### src/rtl/jq_pkg.sv
package jq_pkg;
  localparam logic [2:0] OP_INIT   = 3'd0;
  localparam logic [2:0] OP_ADD    = 3'd1;
  localparam logic [2:0] OP_REMOVE = 3'd2;
  localparam logic [2:0] OP_FULL   = 3'd3;
  localparam logic [2:0] OP_EXAM   = 3'd4;

  localparam logic [2:0] ST_OK      = 3'd0;
  localparam logic [2:0] ST_FULL    = 3'd1;
  localparam logic [2:0] ST_UNDEF   = 3'd2;
  localparam logic [2:0] ST_EMPTY   = 3'd3;
  localparam logic [2:0] ST_BADORD  = 3'd4;
  localparam logic [2:0] ST_BADLEN  = 3'd5;
  localparam logic [2:0] ST_BADCODE = 3'd6;

  localparam logic [2:0] ORD_OLDEST = 3'd1;
  localparam logic [2:0] ORD_NEWEST = 3'd2;

  localparam logic [2:0] EX_LEN  = 3'd1;
  localparam logic [2:0] EX_PEAK = 3'd3;
  localparam logic [2:0] EX_MINW = 3'd4;
  localparam logic [2:0] EX_OLDW = 3'd5;
  localparam logic [2:0] EX_AVGW = 3'd6;
endpackage

### src/rtl/jq_store.sv
module jq_store #(
  parameter int DEPTH  = 8,
  parameter int ID_W   = 8,
  parameter int INFO_W = 16,
  parameter int TS_W   = 16
) (
  input  logic                           clk_i,
  input  logic                           rst_ni,
  input  logic                           clear_i,
  input  logic                           newest_i,
  input  logic                           push_i,
  input  logic                           pop_i,
  input  logic [ID_W-1:0]                push_id_i,
  input  logic [INFO_W-1:0]              push_info_i,
  input  logic [TS_W-1:0]                push_ts_i,
  output logic [$clog2(DEPTH+1)-1:0]     count_o,
  output logic [ID_W-1:0]                out_id_o,
  output logic [INFO_W-1:0]              out_info_o,
  output logic [TS_W-1:0]                out_ts_o,
  output logic [TS_W-1:0]                old_ts_o
);
  localparam int PTR_W = (DEPTH > 1) ? $clog2(DEPTH) : 1;
  localparam int CNT_W = $clog2(DEPTH+1);
  localparam int ENT_W = ID_W + INFO_W + TS_W;

  logic [ENT_W-1:0] mem_q [DEPTH];
  logic [PTR_W-1:0] head_q;
  logic [CNT_W-1:0] count_q;
  logic [PTR_W-1:0] wr_idx, rd_idx;
  logic [PTR_W:0]   head_x, cnt_x;

  function automatic logic [PTR_W-1:0] wrap(input logic [PTR_W:0] v);
    if (v >= (PTR_W+1)'(DEPTH)) return PTR_W'(v - (PTR_W+1)'(DEPTH));
    return v[PTR_W-1:0];
  endfunction

  assign head_x = {1'b0, head_q};
  assign cnt_x  = (PTR_W+1)'(count_q);
  assign wr_idx = wrap(head_x + cnt_x);
  // oldest always sits at head in both orders; newest-first reads the top
  assign rd_idx = (newest_i && count_q != '0) ? wrap(head_x + cnt_x - 1'b1) : head_q;

  always_ff @(posedge clk_i) begin
    if (push_i) mem_q[wr_idx] <= {push_id_i, push_info_i, push_ts_i};
  end

  always_ff @(posedge clk_i or negedge rst_ni) begin
    if (!rst_ni) begin
      head_q  <= '0;
      count_q <= '0;
    end else if (clear_i) begin
      head_q  <= '0;
      count_q <= '0;
    end else if (push_i) begin
      count_q <= count_q + 1'b1;
    end else if (pop_i) begin
      count_q <= count_q - 1'b1;
      if (!newest_i) head_q <= wrap(head_x + 1'b1);
    end
  end

  assign count_o = count_q;
  assign {out_id_o, out_info_o, out_ts_o} = mem_q[rd_idx];
  assign old_ts_o = mem_q[head_q][TS_W-1:0];
endmodule

### src/rtl/jq_stats.sv
module jq_stats #(
  parameter int TS_W  = 16,
  parameter int SUM_W = 32,
  parameter int CNT_W = 4
) (
  input  logic             clk_i,
  input  logic             rst_ni,
  input  logic             clear_i,
  input  logic             push_i,
  input  logic             pop_i,
  input  logic [CNT_W-1:0] count_i,
  input  logic [TS_W-1:0]  wait_i,
  output logic [TS_W-1:0]  now_o,
  output logic [CNT_W-1:0] peak_o,
  output logic [TS_W-1:0]  min_o,
  output logic [SUM_W-1:0] avg_o
);
  logic [TS_W-1:0]  now_q, min_q;
  logic [CNT_W-1:0] peak_q;
  logic [SUM_W-1:0] sum_q, nrem_q;
  logic [CNT_W-1:0] cnt_next;

  assign cnt_next = count_i + 1'b1;

  always_ff @(posedge clk_i or negedge rst_ni) begin
    if (!rst_ni) now_q <= '0;
    else         now_q <= now_q + 1'b1;
  end

  always_ff @(posedge clk_i or negedge rst_ni) begin
    if (!rst_ni) begin
      peak_q <= '0;
      min_q  <= '0;
      sum_q  <= '0;
      nrem_q <= '0;
    end else if (clear_i) begin
      peak_q <= '0;
      min_q  <= '0;
      sum_q  <= '0;
      nrem_q <= '0;
    end else begin
      if (push_i && cnt_next > peak_q) peak_q <= cnt_next;
      if (pop_i) begin
        sum_q  <= sum_q + SUM_W'(wait_i);
        nrem_q <= nrem_q + 1'b1;
        if (nrem_q == '0 || wait_i < min_q) min_q <= wait_i;
      end
    end
  end

  assign now_o  = now_q;
  assign peak_o = peak_q;
  assign min_o  = min_q;
  assign avg_o  = (nrem_q == '0) ? '0 : sum_q / nrem_q;
endmodule

### src/rtl/job_queue.sv
module job_queue
  import jq_pkg::*;
#(
  parameter int DEPTH  = 8,
  parameter int ID_W   = 8,
  parameter int INFO_W = 16,
  parameter int LEN_W  = 8,
  parameter int TS_W   = 16,
  parameter int SUM_W  = 32,
  parameter int DATA_W = 32
) (
  input  logic              clk_i,
  input  logic              rst_ni,
  input  logic              req_valid_i,
  input  logic [2:0]        req_op_i,
  input  logic [2:0]        req_code_i,
  input  logic [LEN_W-1:0]  req_len_i,
  input  logic [ID_W-1:0]   req_id_i,
  input  logic [INFO_W-1:0] req_info_i,
  output logic              rsp_valid_o,
  output logic [2:0]        rsp_status_o,
  output logic [DATA_W-1:0] rsp_data_o,
  output logic [ID_W-1:0]   rsp_id_o,
  output logic [INFO_W-1:0] rsp_info_o
);
  localparam int CNT_W = $clog2(DEPTH+1);

  logic              defined_q, newest_q;
  logic [CNT_W-1:0]  len_q, count, peak;
  logic [TS_W-1:0]   now, min_w, out_ts, old_ts, wait_out, wait_old;
  logic [SUM_W-1:0]  avg_w;
  logic [ID_W-1:0]   out_id;
  logic [INFO_W-1:0] out_info;
  logic              push, pop, clear, len_ok, ord_ok;
  logic [2:0]        st_d;
  logic [DATA_W-1:0] data_d;

  jq_store #(.DEPTH(DEPTH), .ID_W(ID_W), .INFO_W(INFO_W), .TS_W(TS_W)) u_store (
    .clk_i, .rst_ni, .clear_i(clear), .newest_i(newest_q), .push_i(push), .pop_i(pop),
    .push_id_i(req_id_i), .push_info_i(req_info_i), .push_ts_i(now),
    .count_o(count), .out_id_o(out_id), .out_info_o(out_info),
    .out_ts_o(out_ts), .old_ts_o(old_ts)
  );

  jq_stats #(.TS_W(TS_W), .SUM_W(SUM_W), .CNT_W(CNT_W)) u_stats (
    .clk_i, .rst_ni, .clear_i(clear), .push_i(push), .pop_i(pop),
    .count_i(count), .wait_i(wait_out),
    .now_o(now), .peak_o(peak), .min_o(min_w), .avg_o(avg_w)
  );

  assign wait_out = now - out_ts;
  assign wait_old = now - old_ts;
  assign ord_ok   = (req_code_i == ORD_OLDEST) || (req_code_i == ORD_NEWEST);
  assign len_ok   = !req_len_i[LEN_W-1] && (req_len_i != '0) &&
                    (req_len_i <= LEN_W'(DEPTH));

  always_comb begin
    st_d   = ST_OK;
    data_d = '0;
    push   = 1'b0;
    pop    = 1'b0;
    clear  = 1'b0;
    if (req_valid_i) begin
      if (req_op_i == OP_INIT) begin
        if (!ord_ok)      st_d  = ST_BADORD;
        else if (!len_ok) st_d  = ST_BADLEN;
        else              clear = 1'b1;
      end else if (!defined_q) begin
        st_d = ST_UNDEF;
      end else begin
        unique case (req_op_i)
          OP_ADD: begin
            if (count == len_q) st_d = ST_FULL;
            else                push = 1'b1;
          end
          OP_REMOVE: begin
            if (count == '0) st_d = ST_EMPTY;
            else begin
              pop    = 1'b1;
              data_d = DATA_W'(wait_out);
            end
          end
          OP_FULL: data_d = DATA_W'(count == len_q);
          OP_EXAM: begin
            unique case (req_code_i)
              EX_LEN:  data_d = DATA_W'(count);
              EX_PEAK: data_d = DATA_W'(peak);
              EX_MINW: data_d = DATA_W'(min_w);
              EX_OLDW: data_d = (count == '0) ? '0 : DATA_W'(wait_old);
              EX_AVGW: data_d = DATA_W'(avg_w);
              default: st_d   = ST_BADCODE;
            endcase
          end
          default: st_d = ST_BADCODE;
        endcase
      end
    end
  end

  always_ff @(posedge clk_i or negedge rst_ni) begin
    if (!rst_ni) begin
      defined_q <= 1'b0;
      newest_q  <= 1'b0;
      len_q     <= '0;
    end else if (clear) begin
      defined_q <= 1'b1;
      newest_q  <= (req_code_i == ORD_NEWEST);
      len_q     <= CNT_W'(req_len_i);
    end
  end

  always_ff @(posedge clk_i or negedge rst_ni) begin
    if (!rst_ni) begin
      rsp_valid_o  <= 1'b0;
      rsp_status_o <= ST_OK;
      rsp_data_o   <= '0;
      rsp_id_o     <= '0;
      rsp_info_o   <= '0;
    end else begin
      rsp_valid_o  <= req_valid_i;
      rsp_status_o <= st_d;
      rsp_data_o   <= data_d;
      rsp_id_o     <= pop ? out_id : '0;
      rsp_info_o   <= pop ? out_info : '0;
    end
  end
endmodule

### config.mk
export PLATFORM = sky130hd
export DESIGN_NAME = job_queue
export DESIGN_NICKNAME = d
export VERILOG_FILES = /design/src/rtl/jq_pkg.sv /design/src/rtl/jq_store.sv /design/src/rtl/jq_stats.sv /design/src/rtl/job_queue.sv
export SDC_FILE = /design/constraint.sdc
export NUM_CORES = 2
export LEC_CHECK = 0
export BUFFER_PORTS_ARGS = -buffer_cell sky130_fd_sc_hd__buf_2
export CAP_MARGIN = 5
export CORE_ASPECT_RATIO = 1.5
export CORE_MARGIN = 8
export CORE_UTILIZATION = 49
export CTS_BUF_LIST = sky130_fd_sc_hd__clkbuf_16
export CTS_CLUSTER_DIAMETER = 150
export CTS_CLUSTER_SIZE = 8
export DETAILED_ROUTE_END_ITERATION = 10
export PLACE_DENSITY_LB_ADDON = 0.12
export SETUP_SLACK_MARGIN = 0.1
export SYNTH_ARGS = -nofsm -noshare
export SYNTH_HDL_FRONTEND = slang
export SYNTH_HIERARCHICAL = 1
export SYNTH_SLANG_ARGS = --single-unit
### constraint.sdc
create_clock -name clk_i -period 96.7 [get_ports clk_i]
set_input_delay 9.67 -clock clk_i [delete_from_list [all_inputs] [get_ports clk_i]]
set_output_delay 9.67 -clock clk_i [all_outputs]
set_load 0.02 [all_outputs]
* Yosys cells after proc, flatten, opt, wreduce, memory -nomap -nowiden *
Memories as Yosys holds them, arrays and structs flattened.
Index checks and enable logic that the tools add are counted.
W data, S select, Z words.

storage, ports and cells
  bits in registers = 173
  memory bits (writable) = 320
  input bits = 41
  word-level logic and storage cells = 133
  memories = 1

cells by class
  add/subtract/negate cells = 13
  divide/modulo/power cells = 1
  magnitude comparators = 6
  equal/unequal tests = 13
  mux-type cells = 65
  reductions and logical operators = 19

memories
  memory         depth  width  read ports  clocked after Yosys merged registers in  wr ports  RTL line        source
  u_store.mem_q  8      40     2           0                                        1         jq_store.sv:26  logic [ENT_W-1:0] mem_q [DEPTH];

operators by type and width
  operator                 number
  $mux W32                 8
  $pmux W32 S5             1
  $mux W16                 6
  $pmux W32 S3             1
  $mux W3                  17
  $add A32 B1 Y32 const B  1
  $add A32 B16 Y32         1
  $div A32 B32 Y32         1
  $logic_not A32 Y1        1
  $sub A16 B16 Y16         2
  $mux W1                  24
  $mux W4                  5
  $add A16 B1 Y16 const B  1
  $lt A16 B16 Y1           1
  $eq A3 B2 Y1 const B     4
  $eq A3 B3 Y1 const B     4
  $ge A4 B4 Y1 const B     3
  $pmux W3 S4              1
  $sub A3 B1 Y3 const B    3
  $le A8 B4 Y1 const B     1
  $mux W8                  1
  $reduce_bool A8 Y1       1
  $sub A4 B1 Y4 const B    2
  $eq A3 B1 Y1 const B     2
  other kinds (19)         25

* Logic depth before layout (Yosys ltp) *
  word-level depth = 14
  depth in mapped cells = 349
  gate-level depth less buffers = 315

* By module *
Netlist, hierarchy kept.

modules (own cells, without submodules)
  module     instances  cells an instance  area an instance (um^2)  seq. area each (um^2)
  jq_stats   1          5031               35454.0                  2502.4
  jq_store   1          738                13777.0                  9784.4
  job_queue  1          487                4515.6                   1651.6

* Least setup slack after synthesis *
Ideal clock, no wire load.

  path kind = register to register
  start point = register u_stats.nrem_q[19]
  end point = register rsp_data_o[0]
  arrival time = 68.268 ns
  setup slack = 28.300 ns
  cell stages (with the launch flop) = 325
  clock period less this slack = 68.400 ns
  cells stage by stage = dfrtp_1 -> buf_6 -> or4_4 -> nor3_4 -> and3_1 -> buf_4 -> nand4_1 -> nor3b_1 -> ha_1 -> o21ai_0 -> a2111oi_0 -> nand2_1 -> mux2_2 -> ha_1 -> o211ai_1 -> a211oi_1 -> nor2_1 -> o21ai_0 -> [... 289 more ...] -> ha_1 -> a21o_1 -> a21o_1 -> a21o_1 -> a21o_1 -> a21oi_1 -> nor2b_1 -> o21ai_0 -> nand2b_1 -> a21o_1 -> a211oi_1 -> o21ai_0 -> a221oi_1 -> nor2_1 -> mux2i_1 -> o221ai_1 -> a21oi_1 -> nor2_1

on the way
  longest elaborated chain between the ends = 7
  elaborated cells on any way between the ends = 8
  classes of those cells = 1 x div; 6 x mux; 1 x reduce/logical

ends and longest elaborated chain
  what                                                   RTL line          source
  from (decl)                                            jq_stats.sv:20    logic [SUM_W-1:0] sum_q, nrem_q;
  from (signal assigned)                                 jq_stats.sv:45    nrem_q <= nrem_q + 1'b1;
  $div A32 B32 Y32 or $logic_not A32 Y1 (tied branches)  jq_stats.sv:54    assign avg_o = (nrem_q == '0) ? '0 : sum_q / nrem_q;
  $mux W32 (*)                                           jq_stats.sv:54
  net avg_w[0]                                           job_queue.sv:31   logic [SUM_W-1:0] avg_w;
  $pmux W32 S5 (*)                                       job_queue.sv:85   unique case (req_code_i)
  $pmux W32 S3 (*)                                       job_queue.sv:71   unique case (req_op_i)
  $mux W32 (*)                                           job_queue.sv:68   end else if (!defined_q) begin
  $mux W32 (*)                                           job_queue.sv:64   if (req_op_i == OP_INIT) begin
  $mux W32 (*)                                           job_queue.sv:63   if (req_valid_i) begin
  net data_d[0]                                          job_queue.sv:36   logic [DATA_W-1:0] data_d;
  to (signal assigned)                                   job_queue.sv:122  rsp_data_o <= data_d;
  to (decl)                                              job_queue.sv:22   output logic [DATA_W-1:0] rsp_data_o,

Mark *: on every way through the listed nets, which the timed path passes. The rest lies on a longest branch.
A chain may end at the register's enable or synchronous reset.

* Worst setup path in the final report *
  start point = register u_stats.nrem_q[28]
  end point = register rsp_data_o[0]

The elaborated chain is that of the path after synthesis.

==> impl_metrics.sql <==
INSERT INTO impl_metrics (metric_group, metric, value, unit) VALUES
('yosys', 'async_flop_share', '0.351', ''),
('outcome', 'status', 'complete, no violations', ''),
('route', 'route.detailed.drc', '0', ''),
('finish', 'final_core_utilization', '0.532', ''),
('setup_path', 'critical_path.most_common_cell', 'a21oi_1', ''),
('clock_tree', 'cts_tree', 'done', ''),
('global_route', 'global_route.usage.total', '0.338', ''),
('floorplan', 'core_area', '109000', 'µm²'),
('clock_tree', 'cts_htree_levels', '3', ''),
('clock_tree', 'hold_buffers', '0', ''),
('timing', 'finalCritPeriodShare', '0.922', ''),
('power', 'p_clk_frac', '0.431', ''),
('floorplan', 'rows', '149', ''),
('route', 'post_drt_via_cell_ratio', '6.54', ''),
('timing', 'period_needed', '89.15', 'ns'),
('setup_path', 'critical-path-slowest-cell', 'nor4_1', ''),
('yosys', 'syn_area', '53700', 'µm²'),
('yosys', 'postSynthCellCount', '6256', ''),
('floorplan', 'die_area', '121000', 'µm²'),
('setup_path', 'worstPathArrival', '89.68', 'ns'),
('yosys', 'ys_top_cells_by_area', 'edfxtp_1 18%, ha_1 14%, dfrtp_1 8.1%', ''),
('timing', 'grt_setup_unrepaired', 'false', ''),
('floorplan', 'top_level_ports', '101', ''),
('floorplan', 'fp.dieW', '286', 'µm'),
('yosys', 'post_syn_nets', '6905', ''),
('global_route', 'grt_max_degree', '100', ''),
('power', 'power.density', '9.38', 'nW/µm²'),
('power', 'vdd_drop_max', '0.0000247', 'V'),
('setup_path', 'startpoint_class', 'flip-flop', ''),
('clock_tree', 'cts_repair_resize_count', '0', ''),
('yosys', 'yosysUniqueCellTypes', '132', ''),
('clock_tree', 'cts.sinks', '493', ''),
('setup_path', 'critical_path_class', 'flip-flop to flip-flop', ''),
('yosys', 'synth-xor-area-share', '0.0739', ''),
('finish', 'layout-drive-gt1-share', '0.0981', ''),
('yosys', 'synth_fa_ha_area_frac', '0.142', ''),
('power', 'p_int', '0.392', 'mW'),
('finish', 'nNetsFinal', '6951', ''),
('place', 'place_congestion', '1.03', ''),
('timing', 'setup-violations-final', '0', ''),
('route', 'drt_iter0_drc', '3821', ''),
('route', 'detailroute.via_count', '51006', ''),
('floorplan', 'start_util', '0.491', ''),
('yosys', 'ys_seq_elements', '493', ''),
('floorplan', 'floorplan.die.height', '422', 'µm'),
('finish', 'final_cell_mix', '613 x nor2_1, 603 x ha_1, 548 x nand2_1', ''),
('setup_path', 'cp_max_fo', '45', ''),
('timing', 'drv_slew', '0', ''),
('yosys', 'yosysSeqAreaShare', '0.259', ''),
('power', 'seq_power_share', '0.416', ''),
('global_route', 'grt_first_pass_wirelength', '314', 'mm'),
('power', 'net-switching-power', '0.154', 'mW'),
('global_route', 'grt-ovfl-total', '0', ''),
('power', 'power.share.combinational', '0.153', ''),
('timing', 'worst_pin_slew', '1.41', 'ns'),
('power', 'power.share.switching', '0.282', ''),
('timing', 'timing.fmax', '11.2', 'MHz'),
('yosys', 'synth_enable_flop_cells', '320', ''),
('yosys', 'post_synth_and_or_nand_nor_area_fraction', '0.186', ''),
('global_route', 'antenna_found_initial', '11', ''),
('timing', 'timing.clock.skew', '0.100', 'ns'),
('finish', 'mostFrequentLayoutCell', 'nor2_1', ''),
('clock_tree', 'clk_latency', '0.68', 'ns'),
('route', 'detail_route.first_pass.iterations', '8', ''),
('timing', 'finalSetupTns', '0', 'ns'),
('route', 'routed_wl_per_cell', '27.2', 'µm'),
('setup_path', 'crit_required', '97.23', 'ns'),
('clock_tree', 'numCtsBuffers', '72', ''),
('clock_tree', 'clkTransAtPathRegs', '0.05', 'ns'),
('clock_tree', 'cts_max_path_buffers', '3', ''),
('setup_path', 'cp-end-kind', 'flip-flop', '');
==> worst paths after layout <==
check / endpoint / slack [ns] / from / cells after the start
setup / recovery: rsp_data_o[0]$_DFF_PN0_ / 7.55 / u_stats/nrem_q[28]$_DFFE_PN0P_ / 293
min in group asynchronous: rsp_data_o[24]$_DFF_PN0_ / 9.04 / rst_ni / 1
hold reg to reg: len_q[1]$_DFFE_PN0P_ / 0.53 / len_q[1]$_DFFE_PN0P_ / 1
hold / removal: len_q[1]$_DFFE_PN0P_ / 0.53 / len_q[1]$_DFFE_PN0P_ / 1
setup reg to reg: rsp_data_o[0]$_DFF_PN0_ / 7.55 / u_stats/nrem_q[28]$_DFFE_PN0P_ / 293
max in group asynchronous: u_stats/sum_q[18]$_DFFE_PN0P_ / 85.98 / rst_ni / 2
==> cells in the mapped netlist, drive strengths merged (164+ instances only) <==
cell type  count
a21oi        446
dfrtp        173
clkbuf       164
xor2         169
inv          254
nor2         625
edfxtp       320
nor3         174
nand2        550
ha           603
o21ai        327
xnor2        282
a21o         164
==> area by class of cell <==
type / instances / area (µm²)
Clock buffer: 72 / 1800
Clock inverter: 52 / 355
Fill cell: 10374 / 51200
Sequential cell: 493 / 13900
Timing Repair Buffer: 204 / 1290
Inverter: 255 / 958
Tap cell: 1434 / 1790
Antenna cell: 8 / 20.0
Multi-Input combinational cell: 5276 / 38000
==> sequential cells by signal (all words and copies together), names as in the netlist, 3 cells and up <==
name	count
u_stats/sum_q	32
rsp_data_o	32
u_stats/min_o	16
rsp_status_o	3
u_store/count_o	4
len_q	4
u_stats/nrem_q	32
rsp_id_o	8
u_store/mem_q	320
u_stats/now_o	16
u_stats/peak_o	4
u_store/head_q	3
rsp_info_o	16
==> cells by family after synthesis <==
logic type,Yosys count
buffers and inverters,487
multiplexers,302
flip-flops,493
adder cells (fa/ha/maj),608
XOR/XNOR,452
AND/OR/NAND/NOR,2077
AO/OA/AOI/OAI,1837
==> power by group through the flow <==
| stage | combinational (mW) | sequential, mW | clock [mW] |
|---|---|---|---|
| after floorplan | 0.0554 | 0.230 | 0 |
| after global placement | 0.0813 | 0.231 | 0 |
| after detailed placement | 0.0816 | 0.231 | 0 |
| after CTS | 0.0820 | 0.227 | 0.241 |
| after global routing | 0.0899 | 0.227 | 0.249 |
| final | 0.0834 | 0.227 | 0.235 |
==> through the flow <==
stage / cell area, µm² / hold slack [ns] / worst slack, ns / power [mW] / instances
detailed placement: 56000 / 0.522 / 10.03 / 0.312 / 7662
finish: 58200 / 0.532 / 7.55 / 0.546 / 7794
floorplan: 53700 / 0.489 / 28.30 / 0.286 / 6256
global route: 58200 / 0.559 / 2.74 / 0.566 / 7791
CTS: 58200 / 0.532 / 9.76 / 0.550 / 7786
global placement: 56000 / 0.521 / 10.65 / 0.312 / 7662
==> worst max-delay path: cells and delay by family, from the launching register on <==
family	cells	cell delay, ns
fa+ha+maj	31	10.23
buf+inv	17	4.32
simple gates	91	25.90
flops	1	0.46
compound gates	149	46.46
mux	5	1.50
==> routing by layer <==
metal  share of wire  track usage
met1            0.35        0.349
met5        0.000099            0
met4            0.10        0.285
met2            0.49        0.597
met3           0.054       0.0477
(Power assumes the default switching activity.)
